===== config.mk =====
export PLATFORM = sky130hd
export DESIGN_NAME = scw_rx
export DESIGN_NICKNAME = d
export VERILOG_FILES = /design/src/rtl/scw_pkg.sv /design/src/rtl/scw_sync.sv /design/src/rtl/scw_shifter.sv /design/src/rtl/scw_ctrl.sv /design/src/rtl/scw_rx.sv
export SDC_FILE = /design/constraint.sdc
export NUM_CORES = 1
export LEC_CHECK = 0
export BUFFER_PORTS_ARGS = -buffer_cell sky130_fd_sc_hd__buf_2
export CAP_MARGIN = 0
export CORE_MARGIN = 2
export CORE_UTILIZATION = 50
export DETAILED_ROUTE_END_ITERATION = 12
export GPL_TIMING_DRIVEN = 0
export HOLD_SLACK_MARGIN = 0.15
export PLACE_DENSITY_LB_ADDON = 0.1
export SLEW_MARGIN = 20
export SYNTH_ARGS = -nofsm -noshare
export SYNTH_HDL_FRONTEND = slang
export SYNTH_SLANG_ARGS = --single-unit

===== constraint.sdc =====
create_clock -name clk -period 1.8 [get_ports clk]
set_clock_uncertainty 0.1 [all_clocks]
set_input_delay 0 -clock clk [delete_from_list [all_inputs] [get_ports clk]]
set_output_delay 0 -clock clk [all_outputs]
set_load 0.03 [all_outputs]

===== src/rtl/scw_pkg.sv =====
package scw_pkg;

    localparam int WORD_W   = 16;
    localparam int CODE_W   = 2;
    localparam int SAMPLE_W = WORD_W - CODE_W;

    typedef enum logic [CODE_W-1:0] {
        CMD_NORMAL    = 2'b00,
        CMD_LENGTHEN  = 2'b01,
        CMD_SHORTEN   = 2'b10,
        CMD_SECONDARY = 2'b11
    } cmd_e;

    typedef enum logic [2:0] {
        ST_IDLE,
        ST_PRIM,
        ST_GAP,
        ST_ARM,
        ST_SEC
    } frame_st_e;

    typedef struct packed {
        logic [SAMPLE_W-1:0] sample;
        cmd_e                cmd;
    } prim_word_t;

    function automatic prim_word_t split_word(input logic [WORD_W-1:0] w);
        prim_word_t p;
        p.sample = w[WORD_W-1:CODE_W];
        p.cmd    = cmd_e'(w[CODE_W-1:0]);
        return p;
    endfunction

endpackage


===== src/rtl/scw_sync.sv =====
module scw_sync #(
    parameter int STAGES = 2,
    parameter int W      = 1
) (
    input  logic         clk,
    input  logic         rst,
    input  logic [W-1:0] din,
    output logic [W-1:0] dout
);
    logic [W-1:0] pipe [STAGES];

    // Reset to ones: frame sync reads idle and the shift clock reads high,
    // so no edge is seen when reset is released.
    always_ff @(posedge clk) begin
        if (rst) begin
            for (int i = 0; i < STAGES; i++) pipe[i] <= '1;
        end else begin
            pipe[0] <= din;
            for (int i = 1; i < STAGES; i++) pipe[i] <= pipe[i-1];
        end
    end

    assign dout = pipe[STAGES-1];
endmodule


===== src/rtl/scw_shifter.sv =====
module scw_shifter #(
    parameter int W = 16
) (
    input  logic         clk,
    input  logic         rst,
    input  logic         cap_i,
    input  logic         first_i,
    input  logic         bit_i,
    output logic [W-1:0] word_o,
    output logic         done_o
);
    localparam int CW = $clog2(W);

    logic [W-2:0]  shreg;
    logic [CW-1:0] cnt;

    always_ff @(posedge clk) begin
        if (rst) begin
            shreg <= '0;
            cnt   <= '0;
        end else if (cap_i) begin
            shreg <= {shreg[W-3:0], bit_i};
            cnt   <= first_i ? CW'(1) : cnt + CW'(1);
        end
    end

    assign word_o = {shreg, bit_i};
    assign done_o = cap_i && !first_i && (cnt == CW'(W - 1));
endmodule


===== src/rtl/scw_ctrl.sv =====
module scw_ctrl
    import scw_pkg::*;
#(
    parameter int GAP_EDGES = 4
) (
    input  logic clk,
    input  logic rst,
    input  logic edge_i,
    input  logic fs_n_i,
    input  logic done_i,
    input  logic code_sec_i,
    output logic cap_o,
    output logic first_o,
    output logic prim_done_o,
    output logic sec_done_o
);
    localparam int GW = $clog2(GAP_EDGES + 1);

    frame_st_e      st;
    logic [GW-1:0]  gap_cnt;

    always_comb begin
        cap_o   = 1'b0;
        first_o = 1'b0;
        if (edge_i) begin
            unique case (st)
                ST_IDLE, ST_ARM: begin
                    cap_o   = !fs_n_i;
                    first_o = !fs_n_i;
                end
                ST_PRIM, ST_SEC: cap_o = 1'b1;
                default: ;
            endcase
        end
    end

    assign prim_done_o = done_i && (st == ST_PRIM);
    assign sec_done_o  = done_i && (st == ST_SEC);

    always_ff @(posedge clk) begin
        if (rst) begin
            st      <= ST_IDLE;
            gap_cnt <= '0;
        end else begin
            unique case (st)
                ST_IDLE: if (first_o) st <= ST_PRIM;
                ST_PRIM: if (done_i) begin
                    st      <= code_sec_i ? ST_GAP : ST_IDLE;
                    gap_cnt <= '0;
                end
                ST_GAP: if (edge_i) begin
                    if (gap_cnt == GW'(GAP_EDGES - 1)) st <= ST_ARM;
                    gap_cnt <= gap_cnt + GW'(1);
                end
                ST_ARM:  if (first_o) st <= ST_SEC;
                ST_SEC:  if (done_i) st <= ST_IDLE;
                default: st <= ST_IDLE;
            endcase
        end
    end

    AST_SEC_FROM_ARM: assert property (@(posedge clk) disable iff (rst)
        (st == ST_SEC && $past(st) != ST_SEC) |-> $past(st) == ST_ARM);
    AST_GAP_HOLDS: assert property (@(posedge clk) disable iff (rst)
        (st == ST_GAP) |=> (st == ST_GAP || st == ST_ARM));
    AST_GAP_BOUND: assert property (@(posedge clk) disable iff (rst)
        (st == ST_GAP) |-> gap_cnt < GW'(GAP_EDGES));
endmodule


===== src/rtl/scw_rx.sv =====
module scw_rx
    import scw_pkg::*;
#(
    parameter int SYNC_STAGES = 2,
    parameter int GAP_EDGES   = 4
) (
    input  logic                clk,
    input  logic                rst,
    input  logic                sclk_i,
    input  logic                fsync_n_i,
    input  logic                sdata_i,
    output logic [SAMPLE_W-1:0] sample_o,
    output logic                sample_vld_o,
    output logic [CODE_W-1:0]   cmd_o,
    output logic                cmd_vld_o,
    output logic [WORD_W-1:0]   sec_word_o,
    output logic                sec_vld_o
);
    logic [2:0]        sync_q;
    logic              sclk_s, fs_n_s, data_s, sclk_prev, rise;
    logic              cap, first, done, prim_done, sec_done;
    logic [WORD_W-1:0] word;
    prim_word_t        pw;

    scw_sync #(.STAGES(SYNC_STAGES), .W(3)) i_sync (
        .clk (clk),
        .rst (rst),
        .din ({sclk_i, fsync_n_i, sdata_i}),
        .dout(sync_q)
    );
    assign {sclk_s, fs_n_s, data_s} = sync_q;

    always_ff @(posedge clk) begin
        if (rst) sclk_prev <= 1'b1;
        else     sclk_prev <= sclk_s;
    end
    assign rise = sclk_s && !sclk_prev;

    scw_shifter #(.W(WORD_W)) i_shifter (
        .clk    (clk),
        .rst    (rst),
        .cap_i  (cap),
        .first_i(first),
        .bit_i  (data_s),
        .word_o (word),
        .done_o (done)
    );

    assign pw = split_word(word);

    scw_ctrl #(.GAP_EDGES(GAP_EDGES)) i_ctrl (
        .clk        (clk),
        .rst        (rst),
        .edge_i     (rise),
        .fs_n_i     (fs_n_s),
        .done_i     (done),
        .code_sec_i (pw.cmd == CMD_SECONDARY),
        .cap_o      (cap),
        .first_o    (first),
        .prim_done_o(prim_done),
        .sec_done_o (sec_done)
    );

    always_ff @(posedge clk) begin
        if (rst) begin
            sample_o     <= '0;
            cmd_o        <= '0;
            sec_word_o   <= '0;
            sample_vld_o <= 1'b0;
            cmd_vld_o    <= 1'b0;
            sec_vld_o    <= 1'b0;
        end else begin
            sample_vld_o <= prim_done;
            cmd_vld_o    <= prim_done;
            sec_vld_o    <= sec_done;
            if (prim_done) begin
                sample_o <= pw.sample;
                cmd_o    <= pw.cmd;
            end
            if (sec_done) sec_word_o <= word;
        end
    end

    AST_SAMPLE_PULSE: assert property (@(posedge clk) disable iff (rst)
        sample_vld_o |=> !sample_vld_o);
    AST_SEC_PULSE: assert property (@(posedge clk) disable iff (rst)
        sec_vld_o |=> !sec_vld_o);
    AST_ONE_STROBE: assert property (@(posedge clk) disable iff (rst)
        $onehot0({sample_vld_o, sec_vld_o}));
    AST_SEC_KEEPS_SAMPLE: assert property (@(posedge clk) disable iff (rst)
        sec_vld_o |-> ($stable(sample_o) && $stable(cmd_o) && !cmd_vld_o));
    AST_CMD_WITH_SAMPLE: assert property (@(posedge clk) disable iff (rst)
        $rose(cmd_vld_o) |-> sample_vld_o);
endmodule


==> run summary <==
The flow ran to the end, and the final reports show no timing, DRC or antenna violations. In this run the most critical hold path is launched from sclk_i. After layout, the minimum clock period comes to 1740 ps. The worst setup path is launched from a flip-flop. The count of final hold-check violations came out at 0. The number of setup violations in the final report came out at 0. The via count of the first global-routing pass was 1838. The post-route DRC violation count came out at 0. The post-detailed-route via-to-cell ratio is 5.06. The TritonCTS clock tree is done. The post-synthesis net count came out at 294.

Yosys mapped the design onto 43 distinct sky130hd cell types. After synthesis the netlist holds a flip-flop and latch count of 66. The cell type contributing the most total cell area after synthesis is dfxtp_1. Yosys instantiated no cell more often than nand2_1.

The average instance in the mapped netlist occupies 8.89 um2. The vertical die dimension came out at 75.3 um. Sorting the synthesized cells by how often they occur yields nand2_1 (89), dfxtp_1 (66), a21oi_1 (35). The depth of the most critical reg-to-reg path is 6. The maximum fanout encountered on the critical timing path came out at 10. The post-synthesis instance area is 2540 um2.

The initial core utilization is 52.8%. For this run, the detailed router's first-pass iteration total came to 5. The H-tree depth reported by CTS is 3. STA puts the critical path data required time at 1910 ps. STA classifies the critical path endpoint as a flip-flop. In this run the power density over the cells is 843 nW/um2.

The critical path is of the flip-flop to flip-flop type. The count of port buffers added during placement is 39. Derived from the worst setup path, the maximum achievable clock frequency is 575 MHz. The worst register-to-register path begins at i_ctrl.st[1]. The final weighted congestion in routability-driven placement is 0.834. The count of flip-flops with a built-in enable after synthesis came out at 0. The relative area change from synthesis to final layout is 22.1%. The die area is 5670 um2. The global-route usage over all layers is 20.3%. The share of flip-flops with an asynchronous set or reset is 0%. The initial antenna violation count came out at 0. Ranked by total cell area, the synthesized netlist is headed by dfxtp_1 (52%), nand2_1 (13%), a21oi_1 (6.9%). Among all flip-flop cells after synthesis, the most frequent one is dfxtp_1.

The worst supply voltage drop on vdd came out at 0.508 mV. The maximum clock insertion buffer count is 2. The leakage dissipation came out at 1.22 nW. The number of rows in the core area came out at 25.

The number of DRC markers in iteration 0 came out at 83. The wire length of the first global-routing pass came out at 8560 um. The tool flagged a number of max-cap violations equal to 0. Clock tree synthesis selected as its root buffer the cell clkbuf_8. The width of the die is 75.3 um. The min-delay analysis places its worst path in the category input pin to flip-flop.

The area share of the largest cell type after synthesis is 52.0%. Counting the buffers created by CTS gives 9. For this run the aggregate overflow at the end of global routing stands at 0. The Yosys step of the flow raised 0 warnings. Entering global routing, the biggest net connects 20 pins. The post-route antenna net violation count is 0. The headroom to the max-slew limit came out at 63.7%. STA puts the critical path data arrival time at 1850 ps.

After detailed routing, the average wire length per cell comes to 13.3 um. The antenna cell count came out at 0. In this run the standard cell core region covers 4820 um2. Summing internal, switching and leakage power gives 2.62 mW. 40 I/O pins were placed.

For this run, the post-layout net count is 351. The final layout contains routed wiring with a total length of 5520 um. The count of clock tree sinks is 66. The number of pins exceeding their max-slew limit in the final report came out at 0.

The worst setup path startpoint is i_ctrl.st[1]. The count of cells along the worst hold path came out at 3. The clock reaches the later pin of the worst-skew pair after 340 ps. The clock-pin slew on the worst setup and hold paths is 70 ps. Dividing the final minimum period by the clock period gives 96.6%.

In the synthesized netlist, the number of instances is 286. The fraction of the yosys area taken by sequential cells came out at 52.0%. The HPWL after detailed placement came out at 3700 um. The pin slew with the least headroom to its limit came out at 544 ps. The share of post-route cells with drive strength above 1 is 26.2%. The count of vias placed by the detailed router came out at 2094. The total negative setup slack came out at 0 ps.
## stage by stage
stage                     setup WS [ps]  cells  cell area [um2]  hold slack [ps]  util (%)
final                              60.6    414             3100              280      64.4
after global routing              -2.89    414             3100              298      64.4
after CTS                         0.234    410             3030              272      62.9
after detailed placement           -217    392             2820             84.9      58.6
after global placement             -151    392             2820             82.7      58.6
after floorplan                    52.5    286             2540             3.81         -
## worst paths after layout
| kind | to | slack [ps] |
|---|---|---|
| worst max-delay path | i_ctrl.gap_cnt[0] | 60 |
| worst min-delay path | i_sync.pipe[0][2] | 280 |
| worst max register to register | i_ctrl.gap_cnt[0] | 60 |
| worst min register to register | i_sync.pipe[0][4] | 310 |
## layout by cell type (no fill, tap or decap), types with 2 or more instances in the layout
master	netlist	final
clkbuf_2	1	2
and3_1	2	2
clkinv_2	0	4
a21oi_1	35	35
inv_1	3	3
nand3_1	5	3
dfxtp_2	0	2
o21ai_0	5	5
mux2i_1	15	15
buf_2	2	40
nor2_1	5	5
nand3_2	0	2
clkinvlp_4	0	2
nor4_1	3	3
or2_2	7	7
dlygate4sd3_1	0	4
ha_1	3	2
nor2b_1	2	2
clkbuf_8	0	9
buf_4	6	7
nand2b_1	2	2
buf_6	2	3
clkbuf_1	7	6
dfxtp_1	66	64
nand2_1	89	89
nor3_1	3	3
## per-layer routing
metal / part of all wire [%] / wire length (um) / vias to the layer above / GRT usage (%)
met5: 0 / 0 / - / 0
met2: 45 / 2480 / 54 / 30.2
li1: - / - / 1071 / -
met4: 1.1 / 61 / 0 / 9.36
met1: 49 / 2730 / 963 / 28.5
met3: 4.6 / 253 / 6 / 3.97
## cells by family after synthesis
family / after synthesis / share of synthesized area, %
AO/OA/AOI/OAI: 49 / 10.9
buffers and inverters: 23 / 5.46
adder cells (fa/ha/maj): 3 / 1.48
XOR/XNOR: 1 / 0.345
AND/OR/NAND/NOR: 129 / 23.9
multiplexers: 15 / 5.91
flip-flops: 66 / 52.0
## worst max-delay path: stages, from the launching register on
cell and delay (ps):
dfxtp_1 310, buf_6 140, nand2b_4 150, or4_4 590, buf_8 170, nand4_2 80, o31ai_2 70
## flip-flops by register name (all words and copies together), names as in the netlist
signal	count
cmd_o	2
cmd_vld_o	1
i_ctrl.gap_cnt	3
i_ctrl.st	3
i_shifter.cnt	4
i_shifter.shreg	15
i_sync.pipe	6
sample_o	14
sclk_prev	1
sec_vld_o	1
sec_word_o	16
## report_power, final
part | internal (mW) | switching, mW | total [mW]
combinational | 0.0452 | 0.0708 | 0.116
sequential | 1.47 | 0.00548 | 1.48
clock | 0.481 | 0.542 | 1.02
## repair_timing
item | 4_1_cts | 5_1_grt
hold endpoints to repair | 12 | 0
cloned | 0 | 1
setup buffers | 1 | 3
endpoints found under the setup margin | 24 | 21
pin swaps | 2 | 1
gates resized for setup | 6 | 6
hold buffers | 4 | 0
## final cells by class
cell class / count / area [um2]
buffer: 18 / 120
clock buffer: 9 / 124
clock inverter: 6 / 35.0
fill: 457 / 1710
inverter: 3 / 11.3
multi-input combinational: 197 / 1120
sequential: 66 / 1320
tap: 67 / 83.8
timing repair buffer: 48 / 290
No activity file was read; power rests on OpenSTA's default activity.
